--- config.mk ---
export PLATFORM = sky130hd
export DESIGN_NAME = bcd_alarm_cmp
export DESIGN_NICKNAME = d
export VERILOG_FILES = /design/src/rtl/bcd_alarm_pkg.sv /design/src/rtl/alm_guard.sv /design/src/rtl/alm_store.sv /design/src/rtl/alm_match.sv /design/src/rtl/bcd_alarm_cmp.sv
export SDC_FILE = /design/constraint.sdc
export NUM_CORES = 1
export LEC_CHECK = 0
export BUFFER_PORTS_ARGS = -buffer_cell sky130_fd_sc_hd__buf_2
export CAP_MARGIN = 20
export CELL_PAD_IN_SITES_DETAIL_PLACEMENT = 1
export CELL_PAD_IN_SITES_GLOBAL_PLACEMENT = 2
export CORE_UTILIZATION = 26
export CTS_CLUSTER_SIZE = 20
export DETAILED_ROUTE_END_ITERATION = 12
export HOLD_SLACK_MARGIN = 0.15
export PLACE_DENSITY = 0.83
export SYNTH_ARGS = -nofsm -noshare
export SYNTH_HDL_FRONTEND = slang
export SYNTH_SLANG_ARGS = --single-unit
--- constraint.sdc ---
create_clock -name clk_i -period 2.2 [get_ports clk_i]
set_input_delay 0.22 -clock clk_i [delete_from_list [all_inputs] [get_ports clk_i]]
set_output_delay 0.22 -clock clk_i [all_outputs]
set_load 0.02 [all_outputs]
--- src/rtl/bcd_alarm_pkg.sv ---
package bcd_alarm_pkg;
  localparam int DIGIT_W  = 4;
  localparam int FIELD_W  = 2 * DIGIT_W;
  localparam int N_FIELDS = 4;
  localparam int WORD_W   = FIELD_W * N_FIELDS;

  typedef logic [FIELD_W-1:0] bcd_field_t;
  typedef logic [WORD_W-1:0]  bcd_word_t;

  // field index 0 = seconds, 1 = minutes, 2 = hours, 3 = day
  function automatic bcd_field_t field_of(bcd_word_t w, int idx);
    return w[idx*FIELD_W +: FIELD_W];
  endfunction

  function automatic logic field_hit(bcd_field_t a, bcd_field_t b);
    return (a == b);
  endfunction
endpackage

--- src/rtl/alm_guard.sv ---
module alm_guard #(
  parameter int WAIT_CYCLES = 3
) (
  input  logic clk_i,
  input  logic rst_ni,
  input  logic ctrl_wr_i,
  input  logic ctrl_alm_en_i,
  input  logic ctrl_irq_en_i,
  output logic alm_en_o,
  output logic irq_en_o,
  output logic wr_allowed_o
);
  localparam int CNT_W = $clog2(WAIT_CYCLES + 1);
  localparam logic [CNT_W-1:0] CNT_TOP = CNT_W'(WAIT_CYCLES);

  logic             alm_en_q, irq_en_q;
  logic [CNT_W-1:0] wait_q;

  always_ff @(posedge clk_i) begin
    if (!rst_ni) begin
      alm_en_q <= 1'b0;
      irq_en_q <= 1'b0;
      wait_q   <= '0;
    end else begin
      if (ctrl_wr_i) begin
        alm_en_q <= ctrl_alm_en_i;
        irq_en_q <= ctrl_irq_en_i;
      end
      if (ctrl_wr_i && ctrl_alm_en_i) begin
        wait_q <= '0;
      end else if (!alm_en_q && wait_q != CNT_TOP) begin
        wait_q <= wait_q + 1'b1;
      end
    end
  end

  assign alm_en_o     = alm_en_q;
  assign irq_en_o     = irq_en_q;
  assign wr_allowed_o = !alm_en_q && (wait_q == CNT_TOP);
endmodule

--- src/rtl/alm_store.sv ---
module alm_store
  import bcd_alarm_pkg::*;
(
  input  logic      clk_i,
  input  logic      rst_ni,
  input  logic      wr_i,
  input  logic      allowed_i,
  input  bcd_word_t wdata_i,
  output bcd_word_t value_o
);
  bcd_word_t value_q;

  always_ff @(posedge clk_i) begin
    if (!rst_ni) begin
      value_q <= '0;
    end else if (wr_i && allowed_i) begin
      value_q <= wdata_i;
    end
  end

  assign value_o = value_q;
endmodule

--- src/rtl/alm_match.sv ---
module alm_match
  import bcd_alarm_pkg::*;
(
  input  logic      clk_i,
  input  logic      rst_ni,
  input  logic      tick_i,
  input  logic      alm_en_i,
  input  bcd_word_t cal_i,
  input  bcd_word_t alarm_i,
  input  logic      clr_i,
  output logic      match_o,
  output logic      flag_o
);
  logic [N_FIELDS-1:0] hit;

  for (genvar f = 0; f < N_FIELDS; f++) begin : g_field
    assign hit[f] = field_hit(field_of(cal_i, f), field_of(alarm_i, f));
  end

  assign match_o = tick_i && alm_en_i && (&hit);

  logic flag_q;
  always_ff @(posedge clk_i) begin
    if (!rst_ni)      flag_q <= 1'b0;
    else if (match_o) flag_q <= 1'b1;
    else if (clr_i)   flag_q <= 1'b0;
  end

  assign flag_o = flag_q;
endmodule

--- src/rtl/bcd_alarm_cmp.sv ---
module bcd_alarm_cmp
  import bcd_alarm_pkg::*;
#(
  parameter int WAIT_CYCLES = 3
) (
  input  logic        clk_i,
  input  logic        rst_ni,
  input  logic        sec_tick_i,
  input  logic [31:0] cal_time_i,
  input  logic        ctrl_wr_i,
  input  logic        ctrl_alm_en_i,
  input  logic        ctrl_irq_en_i,
  input  logic        alm_wr_i,
  input  logic [31:0] alm_wdata_i,
  input  logic        flag_clr_i,
  output logic [31:0] alm_value_o,
  output logic        wr_allowed_o,
  output logic        alm_flag_o,
  output logic        alm_irq_o
);
  logic      alm_en, irq_en, match_evt;
  bcd_word_t stored;

  alm_guard #(.WAIT_CYCLES(WAIT_CYCLES)) guard_i (
    .clk_i, .rst_ni, .ctrl_wr_i, .ctrl_alm_en_i, .ctrl_irq_en_i,
    .alm_en_o(alm_en), .irq_en_o(irq_en), .wr_allowed_o(wr_allowed_o)
  );

  alm_store store_i (
    .clk_i, .rst_ni, .wr_i(alm_wr_i), .allowed_i(wr_allowed_o),
    .wdata_i(alm_wdata_i), .value_o(stored)
  );

  alm_match match_i (
    .clk_i, .rst_ni, .tick_i(sec_tick_i), .alm_en_i(alm_en),
    .cal_i(cal_time_i), .alarm_i(stored), .clr_i(flag_clr_i),
    .match_o(match_evt), .flag_o(alm_flag_o)
  );

  assign alm_value_o = stored;
  assign alm_irq_o   = alm_flag_o && irq_en;
endmodule

# After elaboration in Yosys (flattened, before gate mapping)
# Cells that the tools add are included.
[word_totals]
regBits = 37
in_bits = 72
out_inout_bits = 35
wordCells = 26
[op_classes]
add_sub_neg = 1
n_eq_ne = 6
muxes = 2
bitwise = 1
reduce_logical = 11
[op_table]
columns = ["cell", "count"]
rows = [
  ["$eq 8x8->1", 4],
  ["$logic_and 1x1->1", 7],
  ["$reduce_and 4->1", 1],
  ["$add 2x1->2 const B", 1],
  ["$eq 2x2->1 const B", 1],
  ["$mux 1", 2],
  ["$ne 2x2->1 const B", 1],
  ["$reduce_bool 2->1", 1],
  ["$reduce_or 2->1", 1],
  ["$logic_not 1->1", 1],
  ["$not 1->1", 1],
]

# Depth between registers and ports, before layout
# Gate-level depths: netlist of run 1.
[depth]
ltp_word = 4
ltp_mapped = 7

# By module
# A second synthesis of run 1 with hierarchy kept.
[unflattened]
hier_cells = 214
area_unflattened_um2 = 1963.1
[modules_own_cells]
columns = ["module", "n_inst", "cells_each", "area_per_inst_um2"]
rows = [
  ["alm_store", 1, 147, 1383.8],
  ["alm_match", 1, 49, 394.1],
  ["alm_guard", 1, 17, 178.9],
  ["bcd_alarm_cmp", 1, 1, 6.3],
]

# Least setup slack after synthesis of run 1
# OpenSTA, ideal clock, no wires.
[synth_path]
path_type = "flip-flop to flip-flop"
startpoint = "reg guard_i.wait_q[0]"
endpoint = "reg store_i.value_q[10] (netlist: store_i.value_o[10])"
setup_time_ns = 0.066
arrival_time_ns = 1.272
setup_slack_ns = 0.862
stages_incl_launch_ff = 8
path_buffers = 2
cell_sequence = "dfxtp_1 > ha_1 > nor2b_4 > and2_4 > buf_8 > buf_12 > nand2_2 > a21boi_2"
[synth_via]
elab_chain_cells = 3
[synth_rtl]
columns = ["element", "line", "source"]
rows = [
  ["start: declaration", "alm_guard.sv:17", "logic [CNT_W-1:0] wait_q;"],
  ["start signal: assignment", "alm_guard.sv:32", "wait_q <= wait_q + 1'b1;"],
  ["$eq 2x2->1", "alm_guard.sv:39", "assign wr_allowed_o = !alm_en_q && (wait_q == CNT_TOP);"],
  ["$logic_and 1x1->1", "alm_guard.sv:39", ""],
  ["named net wr_allowed_o", "bcd_alarm_cmp.sv:17", "output logic wr_allowed_o,"],
  ["$logic_and 1x1->1", "alm_store.sv:16", "end else if (wr_i && allowed_i) begin"],
  ["end signal: assignment", "alm_store.sv:17", "value_q <= wdata_i;"],
  ["end: declaration", "alm_store.sv:11", "bcd_word_t value_q;"],
]
# The timed path passes the listed nets, and every way through them passes these cells.
# A chain may end at the register's enable or synchronous reset.

# Worst setup path after layout of run 1
[layout_path]
startpoint = "reg guard_i.wait_q[0]"
endpoint = "reg store_i.value_q[19] (netlist: store_i.value_o[19])"
[layout_via]
elab_chain_cells = 3
[layout_rtl]
columns = ["element", "line"]
rows = [
  ["$eq 2x2->1", "alm_guard.sv:39"],
  ["$logic_and 1x1->1", "alm_guard.sv:39"],
  ["$logic_and 1x1->1", "alm_store.sv:16"],
]
# No other way between the ends.

==> reports/summary.txt, run 1 <==
Status = finished clean
CTS buffer count = 5
CORE AREA = 7210 sq um
Number of max-cap violations = 0
Cell Area, Synth = 1930 sq um
Start of the worst register-to-register path = guard_i.wait_q[0]
Area Overhead vs Synth = 33.9%
Clock slew at reported path FFs = 0.07 ns
H-tree level count = 2
Initial antenna violation count = 0
Initial core utilization = 26.8%
Routed Antenna Nets = 0
Top cells by count, synth = nand2_1, dfxtp_1, a21boi_2, xnor2_1, nand2_2
Slew headroom = 72.4%
Dpl ws = 0.725 ns
Post-synth top flop = dfxtp_1
Worst EP required = 2.42 ns
Post-synthesis sequential area ratio = 38.3%
Final core occ = 35.8%
Total global routing overflow = 0
Largest net degree at the start of global routing = 37
Clk sinks = 37
VDD IR-drop max = 0.000186 V
Critical path arrival = 1.69 ns
Simple-gate share of the synthesized area = 21.4%
CTS Hold Bufs = 0
# setup viols final = 0
Fmax = 684 MHz
Clock skew = 0.00362 ns
Combinational family with the most area after synthesis = simple AND/OR/NAND/NOR gates
Final non-filler cell total = 410
Gp weighted congestion = 0.682
Lkg Pwr = 1.06 nW
Share of cells above drive strength 1 = 50.5%
Worst hold-check path type = in -> reg
Post-CTS Setup Bufs = 0
Post-route clock period utilization = 66.5%
Dpl hpwl = 4.29 mm
Syn Nets = 280
Gate count of the mapped netlist = 207
Compound-cell area share of the yosys netlist = 19.2%
Count of buffers from port buffering = 106
Final #Nets = 385
Yosys top cell area share = 38.3%
Pre-antenna DRT Iters = 4
Yosys reg bits = 37
Post-cts resize count = 0
Detailed-route via count = 1714
Synth area leader = dfxtp_1
RSZ-0062 raised after global routing = false
Dpl cells = 404
Worst setup EP type = flip-flop
ANT cells = 0
# fillers = 915
Via density = 4.18
Async S/R FF share, synth = 0%
Die ar. = 7780 sq um
DR WL/cell = 13.1 microns
Total GRT Usage = 14.2%
First-pass GRT wire length = 8.22 mm
Total Neg Setup Slack = 0 ns
Final min period = 1.46 ns
I/O Pins = 107
Startpoint type of the worst setup path = flip-flop
XOR/XNOR Fraction of Synth Area = 15.0%
Count leader, synth = nand2_1
Crit-path max FO = 32
Die Span Y = 88.2 microns
Die width = 88.2 microns
Power per Cell Area = 508 nW/um^2
Clk_lat worst skew = 0.28 ns
CTS tree = done
Worst setup startpoint = guard_i.wait_q[0]
Starting DRC count in detailed routing = 45
Multiplexer area fraction after synthesis = 0.518%
Max Transition Viols Final = 0
Max Buffers Root-to-Sink = 2
Detailed Route WL = 5.39 mm
Num rows = 31
Number of remaining DRC errors = 0
Vias in the first global route = 1666
Setup WS post-layout = 0.738 ns
Worst-margin pin slew = 0.415 ns
Worst Hold Launch = alm_wdata_i[11]
Flop2flop setup slack = 0.74 ns
Mapped Avg Cell Area = 9.33 sq um
Ys Warns = 0
Hold Vio Cnt, Final = 0
CP Class = reg -> reg
Synth top area cells = dfxtp_1, a21boi_2, xnor2_1
Netlist cell types = 26
Post-Synth Adder-Cell Area = 0.648%
Post-synth EDFFs = 0
Root buf cell = clkbuf_8
## per-stage QoR
step / instance area [sq um] / hold slack [ns] / power [mW]
floorplan: 1930 / 0.347 / 0.800
global placement: 2510 / 0.461 / 0.888
detailed placement: 2510 / 0.466 / 0.891
CTS: 2590 / 0.157 / 1.34
global route: 2590 / 0.155 / 1.39
finish: 2590 / 0.166 / 1.31
## area by class of cell
type	count	area [sq um]	share of cell area, %
sequential	37	741	28.6
multi-input combinational	159	1090	42.3
tap	99	124	4.79
clock buffer	5	68.8	2.66
timing repair buffer	109	553	21.4
clock inverter	1	5.00	0.194
## where the power goes
part / leakage, nW / internal (mW) / switching, mW / total [mW]
registers: 0.299 / 0.682 / 0.0108 / 0.692
clock network: 0.0399 / 0.209 / 0.233 / 0.441
logic: 0.724 / 0.101 / 0.0782 / 0.179
total: 1.06 / 0.991 / 0.322 / 1.31
## worst paths after layout
| kind | to | depth (start not counted) |
|---|---|---|
| hold reg to reg | store_i.value_o[11] | 2 |
| hold / removal | store_i.value_o[11] | 3 |
| setup / recovery | store_i.value_o[19] | 5 |
| setup reg to reg | store_i.value_o[19] | 5 |
## worst max-delay path: stages (launching register included)
cell and delay (ns):
dfxtp_1 0.36, ha_1 0.19, nor2b_4 0.16, and2_4 0.42, nand2_1 0.13, a21boi_2 0.13
## cell usage in the layout, fill, tap and decap left out
master      n
a21boi_0    3
a21boi_2   30
a21oi_1     1
and2_1      1
and2_4      1
buf_2     106
buf_4       3
clkbuf_8    5
clkinv_2    1
dfxtp_1    37
ha_1        1
mux2i_1     1
nand2_1    59
nand2_2    10
nand2b_1    1
nand3_1     1
nand3b_1    1
nand4_1     8
nor2_1      2
nor2b_1     1
nor2b_4     1
nor3_1      1
nor4_1      2
o21ai_0     1
xnor2_1    30
xor2_1      3
## per-layer routing
| layer | up-vias | part of all wire, % | wire length [microns] | global-route usage [%] |
|---|---|---|---|---|
| li1 | 886 | - | - | - |
| met1 | 759 | 45 | 2420 | 18.1 |
| met2 | 63 | 46 | 2500 | 23.2 |
| met3 | 6 | 7.7 | 415 | 4.15 |
| met4 | 0 | 1.1 | 57 | 3.96 |
| met5 | - | 0 | 0 | 0 |
## state kept, by name, indices dropped and copies added, names as in the netlist
signal,cells
guard_i.alm_en_o,1
guard_i.irq_en_o,1
match_i.flag_o,1
store_i.value_o,32
guard_i.wait_q,2
## cell families after synthesis
| kind of cell | count (synthesis) |
|---|---|
| and+or+nand+nor | 89 |
| DFF | 37 |
| AOI/OAI and AO/OA | 35 |
| xor gates and xnor gates | 33 |
| buffers and inverters | 11 |
| muxes | 1 |
| adders and majority gates | 1 |
(Power assumes the default switching activity.)
==> run 2: changes to the inputs <==
--- a/config.mk
+++ b/config.mk
@@ -9,11 +9,11 @@
 export CAP_MARGIN = 20
 export CELL_PAD_IN_SITES_DETAIL_PLACEMENT = 1
 export CELL_PAD_IN_SITES_GLOBAL_PLACEMENT = 2
-export CORE_UTILIZATION = 26
+export CORE_UTILIZATION = 22
 export CTS_CLUSTER_SIZE = 20
 export DETAILED_ROUTE_END_ITERATION = 12
 export HOLD_SLACK_MARGIN = 0.15
-export PLACE_DENSITY = 0.83
+export PLACE_DENSITY = 0.75
 export SYNTH_ARGS = -nofsm -noshare
 export SYNTH_HDL_FRONTEND = slang
 export SYNTH_SLANG_ARGS = --single-unit
==> constraint.sdc (replaced) <==
create_clock -name clk_i -period 1.2 [get_ports clk_i]
set_input_delay 0.12 -clock clk_i [delete_from_list [all_inputs] [get_ports clk_i]]
set_output_delay 0.12 -clock clk_i [all_outputs]
set_load 0.02 [all_outputs]
==> run 2 against run 1 <==
- the flow now finishes with violations (setup timing)
- cell count grew 16%
- routed wire length grew 17%
- register-to-register slack lost 0.78 ns
- combinational power grew to 2.6 times the previous value
- first-iteration DRC count shrank 40%
- non-clock buffer count grew 56
- global-route usage is essentially flat
- via count grew 15%
- flip-flop and latch count is the same
- critical endpoint is now store_i.value_o[13]
- largest power group unchanged
- highest routed layer unchanged
==> reports/summary.txt, run 2 (synthesized netlist as in run 1, its figures left out) <==
Status = finished, violations left
Failing checks = setup timing
Total Neg Setup Slack = -0.756 ns (-0.756 ns)
Crit-path max FO = 7 (-78%)
Max Buffers Root-to-Sink = 2 (unchanged)
Leading cell type in the layout, fill and taps excluded = buf_2
Final min period = 1.25 ns (-0.215 ns)
Area Overhead vs Synth = 68.0%
Final Power = 2.59 mW (+97%)
Worst hold-check path type = in -> reg
Slew headroom = 81.8% (+9.5 points)
Total GRT Usage = 14.1% (-0.041 points)
Count of buffers from port buffering = 106 (unchanged)
Pre-antenna DRT Iters = 2 (-2)
Worst setup startpoint = guard_i.wait_q[1]
Max Transition Viols Final = 0 (unchanged)
H-tree level count = 2 (unchanged)
Final non-filler cell total = 474 (+16%)
I/O Pins = 107 (unchanged)
Critical path, cell by cell = ha_4 > nor2b_4 > and2_4 > buf_4 > nand2_2 > a21boi_2
Initial core utilization = 23.2% (-3.6 points)
Dpl ws = -0.156 ns (-0.881 ns)
Critical path buffers and inverters = 1 (+1)
Power per Cell Area = 798 nW/um^2 (+57%)
Cell family with most CP delay = simple AND/OR/NAND/NOR gates
Die width = 95.7 microns (+8.5%)
Routed Antenna Nets = 0 (unchanged)
VDD IR-drop max = 0.000366 V (+97%)
Worst Hold Launch = sec_tick_i
DR WL/cell = 13.3 microns (+1.1%)
Crit-path slowest cell = dfxtp_2
Post-DP Area = 2690 sq um (+7.0%)
Worst-margin pin slew = 0.271 ns (-0.144 ns)
Total global routing overflow = 0 (unchanged)
ANT cells = 0 (unchanged)
Dpl cells = 427 (+5.7%)
Startpoint type of the worst setup path = flip-flop
Worst setup EP type = flip-flop
Largest register FFs = 32 (unchanged)
Worst EP required = 1.42 ns (-1.00 ns)
Clock skew = 0.00479 ns (+0.00118 ns)
Detailed Route WL = 6.30 mm (+17%)
Crit path largest cell delay = 0.35 ns (-0.07 ns)
Fmax = 802 MHz (+17%)
Detailed-route via count = 1978 (+15%)
Hold Slack = 0.259 ns (+0.0926 ns)
First-pass GRT wire length = 9.71 mm (+18%)
Setup WS post-layout = -0.0470 ns (-0.785 ns)
Initial antenna violation count = 0 (unchanged)
Clock slew at reported path FFs = 0.07 ns (about the same)
# setup viols final = 28 (+28)
RSZ-0062 raised after global routing = true
Root buf cell = clkbuf_8
Hold Vio Cnt, Final = 0 (unchanged)
Number of max-cap violations = 0 (unchanged)
Via density = 4.17 (-0.18%)
Largest net degree at the start of global routing = 28 (-24%)
Multi-input gate area = 1180 sq um (+8.0%)
Clk sinks = 37 (unchanged)
Final #Nets = 441 (+15%)
CP Class = reg -> reg
Number of remaining DRC errors = 0 (unchanged)
CORE AREA = 8340 sq um (+16%)
Vias in the first global route = 2088 (+25%)
Num rows = 33 (+6.5%)
Starting DRC count in detailed routing = 27 (-40%)
Die Span Y = 95.7 microns (+8.5%)
Gp weighted congestion = 0.758 (+11%)
CTS buffer count = 5 (unchanged)
FF/Latch Area = 756 sq um (+2.0%)
Final core occ = 38.9% (+3.1 points)
# fillers = 988 (+8.0%)
Post-route clock period utilization = 104% (+37 points)
Clk_lat worst skew = 0.28 ns (about the same)
Start of the worst register-to-register path = guard_i.wait_q[1]
CTS tree = done
Critical path arrival = 1.47 ns (-0.22 ns)
Dpl hpwl = 4.60 mm (+7.3%)
Post-route design area = 3250 sq um (+25%)
Lkg Pwr = 1.39 nW (+31%)
Die ar. = 9160 sq um (+18%)
Most frequent cells in the layout = buf_2, nand2_1, dlygate4sd3_1
Share of cells above drive strength 1 = 54.2% (+3.7 points)
[run 2: path summary, 6_finish.rpt]
kind | cells past startpoint | endpoint | slack, ns
setup reg to reg | 6 | store_i.value_o[13] | -0.05
hold / removal | 5 | match_i.flag_o | 0.26
hold reg to reg | 2 | store_i.value_o[29] | 0.48
setup / recovery | 6 | store_i.value_o[13] | -0.05
[run 2: worst min-delay path, stage by stage]
cell     delay [ns]
buf_2          0.10
nand4_1        0.10
nor4_1         0.06
nand3_1        0.08
nand2_1        0.05
[run 2: area by class of cell]
type / instances / share of cell area, %
Clock buffer: 8 / 2.47
Tap cell: 105 / 4.05
Sequential cell: 37 / 23.3
Timing Repair Buffer: 165 / 33.8
Multi-Input combinational cell: 159 / 36.4
[run 2: layer usage]
layer	part of all wire [%]	vias to the layer above	track usage, %
li1	-	996	-
met1	40	919	15.4
met2	53	58	27.3
met3	5.2	5	3.32
met4	0.89	0	3.36
met5	0	-	0
[run 2: power breakdown]
group          total [mW]  internal, mW  leakage (nW)  switching (mW)
clock network       0.848         0.413        0.0395           0.435
registers            1.27          1.25         0.305          0.0203
logic               0.469         0.290          1.05           0.179
[run 2: timing repair]
item / 4_1_cts / 5_1_grt
setup buffers: 2 / 1
pin swaps: 14 / 7
hold buffers: 36 / 0
gates resized for setup: 16 / 11
endpoints found under the setup margin: 34 / 34
hold endpoints to repair: 37 / 0
==> run 3: changes to the inputs <==
--- a/config.mk
+++ b/config.mk
@@ -9,11 +9,12 @@
 export CAP_MARGIN = 20
 export CELL_PAD_IN_SITES_DETAIL_PLACEMENT = 1
 export CELL_PAD_IN_SITES_GLOBAL_PLACEMENT = 2
-export CORE_UTILIZATION = 22
+export CORE_UTILIZATION = 26
 export CTS_CLUSTER_SIZE = 20
 export DETAILED_ROUTE_END_ITERATION = 12
+export GPL_ROUTABILITY_DRIVEN = 0
 export HOLD_SLACK_MARGIN = 0.15
-export PLACE_DENSITY = 0.75
+export PLACE_DENSITY = 0.83
 export SYNTH_ARGS = -nofsm -noshare
 export SYNTH_HDL_FRONTEND = slang
 export SYNTH_SLANG_ARGS = --single-unit
==> constraint.sdc (replaced) <==
create_clock -name clk_i -period 1.6 [get_ports clk_i]
set_input_delay 0.16 -clock clk_i [delete_from_list [all_inputs] [get_ports clk_i]]
set_output_delay 0.16 -clock clk_i [all_outputs]
set_load 0.02 [all_outputs]
==> run 3 against run 2 <==
- the run now ends clean
- combinational power down 31%
- critical path depth is the same
- count of clock-buffer cells in the layout fell by 2
- cell count shrank 5.5%
- clock power grew 2%
- fmax shrank 13%
- die area is 15% lower
- critical endpoint is now store_i.value_o[8]
- largest cell class unchanged
==> reports/summary.txt, run 3 (synthesized netlist as in run 1, its figures left out) <==
H-tree level count = 2 (unchanged)
Final #Nets = 421 (-4.5%)
Die ar. = 7780 sq um (-15%)
CTS tree = done
Crit-path max FO = 12 (+5)
Setup WS post-layout = 0.164 ns (+0.211 ns)
Max Buffers Root-to-Sink = 2 (unchanged)
Dpl cells = 406 (-4.9%)
Number of max-cap violations = 0 (unchanged)
Worst setup EP type = flip-flop
Root buf cell = clkbuf_8
# setup viols final = 0 (-100%)
Critical path arrival = 1.66 ns (+0.19 ns)
CORE AREA = 7210 sq um (-14%)
DR WL/cell = 13.5 microns (+1.8%)
Clk_lat worst skew = 0.29 ns (about the same)
Num rows = 31 (-6.1%)
Startpoint type of the worst setup path = flip-flop
Hold Slack = 0.161 ns (-0.0976 ns)
Detailed-route via count = 1895 (-4.2%)
Final min period = 1.44 ns (+0.189 ns)
Final Power = 2.14 mW (-17%)
Share of cells above drive strength 1 = 46.1% (-8.1 points)
Crit path largest cell delay = 0.36 ns (about the same)
Total global routing overflow = 0 (unchanged)
VDD IR-drop max = 0.000295 V (-19%)
Crit-path slowest cell = dfxtp_1
ANT cells = 0 (unchanged)
Max Transition Viols Final = 0 (unchanged)
Area Overhead vs Synth = 56.6%
Crit path depth = 6 (unchanged)
Initial antenna violation count = 0 (unchanged)
Final non-filler cell total = 448 (-5.5%)
Post-cts resize count = 0 (-16)
Via density = 4.23 (+1.4%)
CTS buffer count = 5 (unchanged)
RSZ-0062 raised after global routing = false
Hold Vio Cnt, Final = 0 (unchanged)
Critical path buffers and inverters = 1 (unchanged)
Total GRT Usage = 15.8% (+1.6 points)
Largest register FFs = 32 (unchanged)
Routed Antenna Nets = 0 (unchanged)
Pre-antenna DRT Iters = 4 (+2)
Total Neg Setup Slack = 0 ns (+0.756 ns)
Cell family with most CP delay = simple AND/OR/NAND/NOR gates
R2R cell count = 6 (unchanged)
Most frequent cells in the layout = buf_2, nand2_1, dfxtp_1
Starting DRC count in detailed routing = 37 (+37%)
Initial core utilization = 26.8% (+3.6 points)
Worst-margin pin slew = 0.326 ns (+0.0555 ns)
Leading cell type in the layout, fill and taps excluded = buf_2
Hold depth = 3 (-2)
First-pass GRT wire length = 9.15 mm (-5.8%)
Number of remaining DRC errors = 0 (unchanged)
Worst EP required = 1.82 ns (+0.40 ns)
Dpl hpwl = 4.46 mm (-3.2%)
Lkg Pwr = 1.25 nW (-11%)
Die width = 88.2 microns (-7.8%)
Dpl ws = 0.155 ns (+0.311 ns)
Critical path, cell by cell = ha_1 > nor2b_4 > and2_4 > buf_12 > nand2_1 > a21boi_0
Slew headroom = 78.3% (-3.6 points)
Clk sinks = 37 (unchanged)
Count of buffers from port buffering = 106 (unchanged)
Vias in the first global route = 1928 (-7.7%)
CP Class = reg -> reg
Post-route clock period utilization = 89.8% (-14 points)
Largest net degree at the start of global routing = 37 (+32%)
Clock skew = 0.00826 ns (+0.00346 ns)
Detailed Route WL = 6.06 mm (-3.8%)
Power per Cell Area = 707 nW/um^2 (-11%)
Worst hold-check path type = in -> reg
I/O Pins = 107 (unchanged)
Fmax = 696 MHz (-13%)
Die Span Y = 88.2 microns (-7.8%)
Clock slew at reported path FFs = 0.08 ns (about the same)
Status = finished clean
## run 3: per-stage QoR
stage               utilization [%]  instance area (sq um)
floorplan                         -                   1930
global placement               35.6                   2560
detailed placement             35.6                   2560
CTS                            41.9                   3030
global route                   41.9                   3030
finish                         41.9                   3030
## run 3: final cells by class
type | count | area [sq um]
multi-input combinational | 159 | 1090
fill | 884 | 4190
tap | 99 | 124
clock inverter | 2 | 37.5
timing repair buffer | 145 | 946
clock buffer | 6 | 82.6
sequential | 37 | 741
## run 3: worst paths after layout
path,start,to,slack (ns)
worst max-delay path,guard_i.wait_q[0],store_i.value_o[8],0.16
worst min-delay path,ctrl_alm_en_i,guard_i.alm_en_o,0.16
worst max register to register,guard_i.wait_q[0],store_i.value_o[8],0.16
worst min register to register,store_i.value_o[10],store_i.value_o[10],0.49
## run 3: layer usage
metal	GRT usage, %	wire length (microns)
met1	18.6	2710
met2	28.5	2960
met3	3.68	335
met4	3.96	55
met5	0	0
## run 3: tightest hold or removal path: cells and delay by family
family | cells | cell delay (ns)
AO/OA/AOI/OAI | 1 | 0.08
buffers and inverters | 1 | 0.09
AND/OR/NAND/NOR | 1 | 0.07
## run 3: where the power goes
group          internal (mW)  leakage (nW)  switching, mW
clock network          0.507        0.0574          0.356
logic                  0.198         0.889          0.126
registers              0.937         0.299         0.0149
total                   1.64          1.25          0.497
## run 3: timing repair
item,in CTS,in global routing
endpoints found under the hold margin,34,0
hold buffers,34,0
buffers inserted,0,0
